`config.mk`:
```
export PLATFORM = sky130hd
export DESIGN_NAME = rect_blit_engine
export DESIGN_NICKNAME = d
export VERILOG_FILES = /design/src/rtl/blit_pkg.sv /design/src/rtl/blit_cmd_regs.sv /design/src/rtl/blit_walker.sv /design/src/rtl/rect_blit_engine.sv
export SDC_FILE = /design/constraint.sdc
export NUM_CORES = 1
export LEC_CHECK = 0
export ABC_AREA = 1
export BUFFER_PORTS_ARGS = -buffer_cell sky130_fd_sc_hd__buf_2
export CORE_MARGIN = 2
export CORE_UTILIZATION = 55
export CTS_CLUSTER_DIAMETER = 30
export DETAILED_ROUTE_END_ITERATION = 7
export PLACE_DENSITY_LB_ADDON = 0.05
export SKIP_LAST_GASP = 1
export SLEW_MARGIN = 20
export SYNTH_ARGS = -nofsm -noshare
export SYNTH_HDL_FRONTEND = slang
export SYNTH_HIERARCHICAL = 1
export SYNTH_SLANG_ARGS = --single-unit
```
`constraint.sdc`:
```
create_clock -name clk -period 2.7 [get_ports clk]
set_input_delay 0.27 -clock clk [delete_from_list [all_inputs] [get_ports clk]]
set_output_delay 0.27 -clock clk [all_outputs]
set_load 0.01 [all_outputs]
```
`src/rtl/blit_pkg.sv`:
```
package blit_pkg;

    localparam int ADDR_W = 24;
    localparam int CNT_W  = 10;
    localparam int PIX_W  = 16;

    localparam logic [7:0] OPC_COLOUR  = 8'h0B;
    localparam logic [7:0] OPC_DST     = 8'h0C;
    localparam logic [7:0] OPC_SRC     = 8'h0D;
    localparam logic [7:0] OPC_WIDTH   = 8'h0E;
    localparam logic [7:0] OPC_HEIGHT  = 8'h0F;
    localparam logic [7:0] OPC_COPY_GO = 8'h21;
    localparam logic [7:0] OPC_FILL_GO = 8'h23;

    typedef enum logic [1:0] {
        ST_IDLE,
        ST_FILL,
        ST_READ,
        ST_WRITE
    } walk_state_t;

    typedef enum logic [1:0] {
        KICK_NONE,
        KICK_FILL,
        KICK_COPY
    } kick_t;

    typedef struct packed {
        logic [ADDR_W-1:0] dst;
        logic [ADDR_W-1:0] src;
        logic [CNT_W-1:0]  wm1;
        logic [CNT_W-1:0]  hm1;
        logic [PIX_W-1:0]  colour;
    } blit_params_t;

    function automatic logic [ADDR_W-1:0] even_addr(input logic [31:0] word);
        logic [ADDR_W-1:0] a;
        a = word[ADDR_W-1:0];
        a[0] = 1'b0;
        return a;
    endfunction

endpackage

```
`src/rtl/blit_cmd_regs.sv`:
```
module blit_cmd_regs
    import blit_pkg::*;
(
    input  logic         clk,
    input  logic         rst,
    input  logic         cmd_valid,
    input  logic [31:0]  cmd_data,
    input  logic         busy,
    output logic         cmd_ready,
    output blit_params_t params,
    output kick_t        kick
);

    logic       accept;
    logic [7:0] opcode;

    assign cmd_ready = !busy;
    assign accept    = cmd_valid && cmd_ready;
    assign opcode    = cmd_data[31:24];

    always_ff @(posedge clk) begin
        if (rst) begin
            params <= '0;
        end else if (accept) begin
            case (opcode)
                OPC_DST:    params.dst    <= even_addr(cmd_data);
                OPC_SRC:    params.src    <= even_addr(cmd_data);
                OPC_WIDTH:  params.wm1    <= cmd_data[CNT_W-1:0];
                OPC_HEIGHT: params.hm1    <= cmd_data[CNT_W-1:0];
                OPC_COLOUR: params.colour <= cmd_data[PIX_W-1:0];
                default:    ;
            endcase
        end
    end

    always_comb begin
        kick = KICK_NONE;
        if (accept) begin
            if (opcode == OPC_FILL_GO)      kick = KICK_FILL;
            else if (opcode == OPC_COPY_GO) kick = KICK_COPY;
        end
    end


    kick_idle_chk: assert property (@(posedge clk) disable iff (rst)
        (kick != KICK_NONE) |-> !busy);

endmodule

```
`src/rtl/blit_walker.sv`:
```
module blit_walker
    import blit_pkg::*;
#(
    parameter int PITCH_W = 16
) (
    input  logic               clk,
    input  logic               rst,
    input  kick_t              kick,
    input  blit_params_t       params,
    input  logic [PITCH_W-1:0] line_pitch,
    input  logic [PIX_W-1:0]   mem_rdata,
    output logic               busy,
    output logic               done,
    output logic [ADDR_W-1:0]  mem_addr,
    output logic               mem_re,
    output logic               mem_we,
    output logic [PIX_W-1:0]   mem_wdata
);

    localparam int PIX_BYTES = PIX_W / 8;

    walk_state_t       state;
    logic [ADDR_W-1:0] row_dst, row_src, cur_dst, cur_src;
    logic [ADDR_W-1:0] pitch_q, next_row_dst, next_row_src;
    logic [CNT_W-1:0]  col, row;
    logic              last_col, last_row, step;

    assign last_col     = (col == params.wm1);
    assign last_row     = (row == params.hm1);
    assign step         = mem_we;
    assign next_row_dst = row_dst + pitch_q;
    assign next_row_src = row_src + pitch_q;

    always_ff @(posedge clk) begin
        if (rst) begin
            state   <= ST_IDLE;
            done    <= 1'b0;
            row_dst <= '0;
            row_src <= '0;
            cur_dst <= '0;
            cur_src <= '0;
            pitch_q <= '0;
            col     <= '0;
            row     <= '0;
        end else begin
            done <= 1'b0;
            if (state == ST_IDLE) begin
                if (kick != KICK_NONE) begin
                    row_dst <= params.dst;
                    cur_dst <= params.dst;
                    row_src <= params.src;
                    cur_src <= params.src;
                    pitch_q <= ADDR_W'(line_pitch);
                    col     <= '0;
                    row     <= '0;
                    state   <= (kick == KICK_FILL) ? ST_FILL : ST_READ;
                end
            end else if (state == ST_READ) begin
                state <= ST_WRITE;
            end else if (step) begin
                if (last_col && last_row) begin
                    state <= ST_IDLE;
                    done  <= 1'b1;
                end else begin
                    if (last_col) begin
                        col     <= '0;
                        row     <= row + 1'b1;
                        row_dst <= next_row_dst;
                        row_src <= next_row_src;
                        cur_dst <= next_row_dst;
                        cur_src <= next_row_src;
                    end else begin
                        col     <= col + 1'b1;
                        cur_dst <= cur_dst + ADDR_W'(PIX_BYTES);
                        cur_src <= cur_src + ADDR_W'(PIX_BYTES);
                    end
                    if (state == ST_WRITE) state <= ST_READ;
                end
            end
        end
    end

    always_comb begin
        busy      = (state != ST_IDLE);
        mem_re    = (state == ST_READ);
        mem_we    = (state == ST_FILL) || (state == ST_WRITE);
        mem_addr  = (state == ST_READ) ? cur_src : cur_dst;
        mem_wdata = (state == ST_FILL) ? params.colour : mem_rdata;
    end


    done_idle_chk: assert property (@(posedge clk) disable iff (rst)
        done |-> !busy);

    done_pulse_chk: assert property (@(posedge clk) disable iff (rst)
        done |=> !done);

    busy_fall_chk: assert property (@(posedge clk) disable iff (rst)
        $fell(busy) |-> done);

    addr_even_chk: assert property (@(posedge clk) disable iff (rst)
        (mem_we || mem_re) |-> !mem_addr[0]);

    copy_order_chk: assert property (@(posedge clk) disable iff (rst)
        (mem_we && state == ST_WRITE) |-> $past(mem_re));

endmodule

```
`src/rtl/rect_blit_engine.sv`:
```
module rect_blit_engine
    import blit_pkg::*;
#(
    parameter int PITCH_W = 16
) (
    input  logic               clk,
    input  logic               rst,
    input  logic               cmd_valid,
    output logic               cmd_ready,
    input  logic [31:0]        cmd_data,
    input  logic [PITCH_W-1:0] line_pitch,
    output logic               busy,
    output logic               done,
    output logic [ADDR_W-1:0]  mem_addr,
    output logic               mem_re,
    output logic               mem_we,
    output logic [PIX_W-1:0]   mem_wdata,
    input  logic [PIX_W-1:0]   mem_rdata
);

    blit_params_t params;
    kick_t        kick;

    blit_cmd_regs u_regs (
        .clk       (clk),
        .rst       (rst),
        .cmd_valid (cmd_valid),
        .cmd_data  (cmd_data),
        .busy      (busy),
        .cmd_ready (cmd_ready),
        .params    (params),
        .kick      (kick)
    );

    blit_walker #(.PITCH_W(PITCH_W)) u_walk (
        .clk        (clk),
        .rst        (rst),
        .kick       (kick),
        .params     (params),
        .line_pitch (line_pitch),
        .mem_rdata  (mem_rdata),
        .busy       (busy),
        .done       (done),
        .mem_addr   (mem_addr),
        .mem_re     (mem_re),
        .mem_we     (mem_we),
        .mem_wdata  (mem_wdata)
    );


    ready_busy_chk: assert property (@(posedge clk) disable iff (rst)
        $rose(busy) |-> $past(cmd_valid));

endmodule

```
==> summary.md <==
The relative max-transition margin was 0.354. Counting every sink on the clock net gives 217. Type of origin of the critical path: a flip-flop. For the slack of the worst reg-to-reg path, the log shows 300 ps. Fraction of final layout cells with drive strength greater than 1: 0.111. TritonCTS created 53 clock buffers. The combined area of all synthesized cells is 0.0143 mm², and the via density per instance is 5.57.

The count of H-tree levels built during CTS is 2, and the sum of overflow across all layers after global routing is 0. In this design, the stage delay of the slowest critical-path cell is 440 ps. Across all hold checks on the routed design, the worst slack comes to 13.0 ps. The run gives 0 as the final-report hold violation count.

The tools report the max-cap check violation count as 0. Setup repair after global routing left no endpoint under its margin. The placeable core area was 0.0258 mm².

VDD sags by at most 0.000539 V. The highest clock frequency the design can meet came out at 0.393 GHz. Leaving out fill and tap cells, the most frequent cells in the layout are 677 x sky130_fd_sc_hd__nand2_1, 380 x sky130_fd_sc_hd__nor2_1, 217 x sky130_fd_sc_hd__dfxtp_1.

The number of buffers and inverters on the critical path was 3; the maximum buffer depth of the clock tree was 3. The path type of the worst min-delay path was input pin to flip-flop. The row count came out at 59.

The total number of nets in the final design is 2568, and the number of iterations in the first detailed-routing pass is 7. Cell depth of the worst min-delay path: 3. At the end of routability-driven placement, the weighted congestion stood at 1.04. The clock-pin slew on the worst setup and hold paths is 50 ps, and the largest clock skew in the final design is 18.5 ps.

0 antenna diodes ended up in the layout. For this design the static power due to leakage is 7.81 nW. Counting I/O delays and the setup requirement, the final critical path takes 2540 ps.

The sequential power share is 0.328. The tools report the endpoint of the lowest-slack register-to-register path as u_walk/cur_dst[16]$_SDFFE_PP0P_. In this run, distinct cell masters in the synthesized netlist total 43.

Die height: 165 µm. At the pin with the least slew margin, the transition time is 965 ps. The worst setup path is of the flip-flop to primary output kind. The number of synthesized flops with an enable pin was 0; the overall routed net length was 51300 µm.

STA classifies the critical path endpoint as a primary output. In the routed design, unresolved DRC markers number 0. Most frequent standard cell in the layout excluding fill and tap cells: sky130_fd_sc_hd__nand2_1. Among all flip-flop cells after synthesis, the most frequent one is sky130_fd_sc_hd__dfxtp_1.

The hold path startpoint is cmd_data[14]. Fill cells in the final layout number 2395. The initial antenna violation count is 0. On the critical path, the stage with the largest delay is an instance of sky130_fd_sc_hd__o21ai_0. Entering global routing, the biggest net connects 85 pins. The routed layout has 15800 vias. Total global routing track utilization: 0.372.

The launching instance or port of the critical path was u_walk/state[0]$_SDFFE_PP0P_. The power share of the combinational group is 0.048, and the worst reg-to-reg path cell count is 14. The logs give 0 for the max-slew violation total from the final report and 2.39 mW for the power spent charging and discharging nets. The highest net fanout along the worst path was 10. Source of the worst register-to-register timing path: u_walk/pitch_q[0]$_SDFFE_PP0P_. The part of the Yosys area used for sequential elements is 0.303, and the width of the chip is 165 µm.

Fraction of synthesis flops using an asynchronous set or reset pin: 0. Share of power burned in the clock network: 0.625. The fraction of power spent switching nets is 0.241. The area growth from synthesis to layout came out at 19.3%.

Among cell families on the critical path, the largest total delay comes from buffers and inverters. The run gives 550 ps as the source-to-sink clock delay at the later pin of the worst-skew pair. TritonCTS built the clock tree.

Synthesis produced a netlist whose cell count is 2343. The post-route clock period utilization is 0.942, and the detailed-route wire length per cell is 18.1 µm. The first global-routing pass estimated 78700 µm of wire.

The number of instances resized during post-cts repair was 0; the final count of negative-setup-slack endpoints was 0. The signal on the critical path passes through buf_4, nor2_2, clkinv_1, o21ai_0, buf_2. The worst endpoint required time was 2430 ps; the floorplan die area was 0.0274 mm². The flip-flop and latch count after synthesis was 217. For the worst setup path, the data arrival time is 2270 ps. The run finished with clean final reports. The quantity of I/O buffers inserted on ports was 111. 112 I/O pins were placed. Dividing total power by cell area gives a power density of 579 mW/mm². The warning count from the yosys run is 6. The tools report the buffer type at the clock tree root as sky130_fd_sc_hd__clkbuf_16. Once the clock tree was built, the setup fixing pass inserted 0 buffers.

Internal power comes to 7.52 mW. The logs give 0 ps for the accumulated negative setup slack and 14800 for the via count of the first global-routing pass. The estimated wirelength of the detail-placed design was 36900 µm. For hold timing, the worst endpoint is u_regs/params[74]$_SDFFE_PP0P_. Averaged over all synthesized cells, the footprint is 6.12 µm². The tools report the number of nets with antenna violations after routing as 0. For the number of violations reported at the end of detailed-routing iteration 0, the log shows 1611. For the starting utilization of the core area, the log shows 0.555.
==> worst min-delay path, stage by stage <==
cell and delay (ps):
sky130_fd_sc_hd__buf_2 100, sky130_fd_sc_hd__nor3_1 50, sky130_fd_sc_hd__nor2_1 100
==> final cells by class <==
| class | instances | area [µm²] | area share |
|---|---|---|---|
| inverter | 225 | 845 | 0.0493 |
| multi-input combinational | 1796 | 8610 | 0.503 |
| clock inverter | 33 | 330 | 0.0193 |
| tap | 335 | 419 | 0.0245 |
| timing repair buffer | 170 | 1140 | 0.0665 |
| sequential | 217 | 4340 | 0.254 |
| clock buffer | 63 | 1420 | 0.0832 |
==> synth_stat cells (all sizes together) (36+ instances only) <==
cell / n / area share
inv: 223 / 0.058
nor2: 390 / 0.11
clkbuf: 43 / 0.011
a21oi: 141 / 0.049
nor3: 80 / 0.028
ha: 36 / 0.031
buf: 63 / 0.029
o21ai: 140 / 0.050
xor2: 48 / 0.029
nand3: 138 / 0.051
nand2: 683 / 0.18
dfxtp: 217 / 0.30
o21bai: 37 / 0.021
==> sequential cells by signal (all words and copies together) (netlist names) <==
name / flops
u_regs/params: 82
u_walk/col: 10
u_walk/cur_dst: 24
u_walk/cur_src: 24
u_walk/done: 1
u_walk/pitch_q: 16
u_walk/row: 10
u_walk/row_dst: 24
u_walk/row_src: 24
u_walk/state: 2
==> repair_timing <==
item                                   4_1_cts  5_1_grt
hold buffers                                26        0
endpoints found under the hold margin       28        0
setup endpoints to repair                    0        0
==> through the flow <==
| step | setup slack [ps] | cell area (µm²) | util | std cells | power [mW] |
|---|---|---|---|---|---|
| final | 156 | 17100 | 0.662 | 2839 | 9.91 |
| after global routing | 10.3 | 17100 | 0.662 | 2839 | 10.1 |
| after CTS | 170 | 17100 | 0.662 | 2839 | 9.93 |
| after detailed placement | 350 | 15100 | 0.584 | 2717 | 3.74 |
| after global placement | 385 | 15100 | 0.584 | 2717 | 3.73 |
| after floorplan | 3.08 | 14400 | - | 2344 | 3.57 |
==> routing by layer <==
metal	track usage	wire length, µm	vias to the layer above
li1	-	-	7732
met1	0.472	21100	7226
met2	0.602	23100	709
met3	0.0644	4300	151
met4	0.198	2810	0
met5	0	0	-
==> worst max-delay path by stage <==
| stage | slack (ps) | to | depth (start not counted) |
|---|---|---|---|
| final | 160 | mem_addr[9] | 5 |
| after global routing | 10 | u_walk/row_src[16]$_SDFFE_PP0P_ | 15 |
| after CTS | 170 | mem_addr[9] | 5 |
| after detailed placement | 350 | u_walk/row_src[16]$_SDFFE_PP0P_ | 15 |
| after global placement | 380 | u_walk/row_dst[9]$_SDFFE_PP0P_ | 10 |
| after floorplan | 3 | u_walk/row[0]$_SDFFE_PP0P_ | 17 |
==> power groups by stage <==
stage                     Sequential [mW]  Combinational, mW  Clock (mW)
after floorplan                      3.30              0.266           0
after global placement               3.31              0.427           0
after detailed placement             3.31              0.431           0
after CTS                            3.25              0.464        6.22
after global routing                 3.25              0.515        6.39
final                                3.25              0.473        6.19
==> cell families (layout without fill, tap and decap cells) <==
group / count (synthesis) / in the layout / synth area share
DFF: 217 / 217 / 0.303
xor gates and xnor gates: 77 / 77 / 0.0470
adders and majority gates: 38 / 38 / 0.0342
AOI/OAI and AO/OA: 334 / 334 / 0.128
and+or+nand+nor: 1345 / 1345 / 0.388
buffers and inverters: 331 / 491 / 0.0990
other: 1 / 2 / 0.000261
No activity file was read; power rests on OpenSTA's default activity.
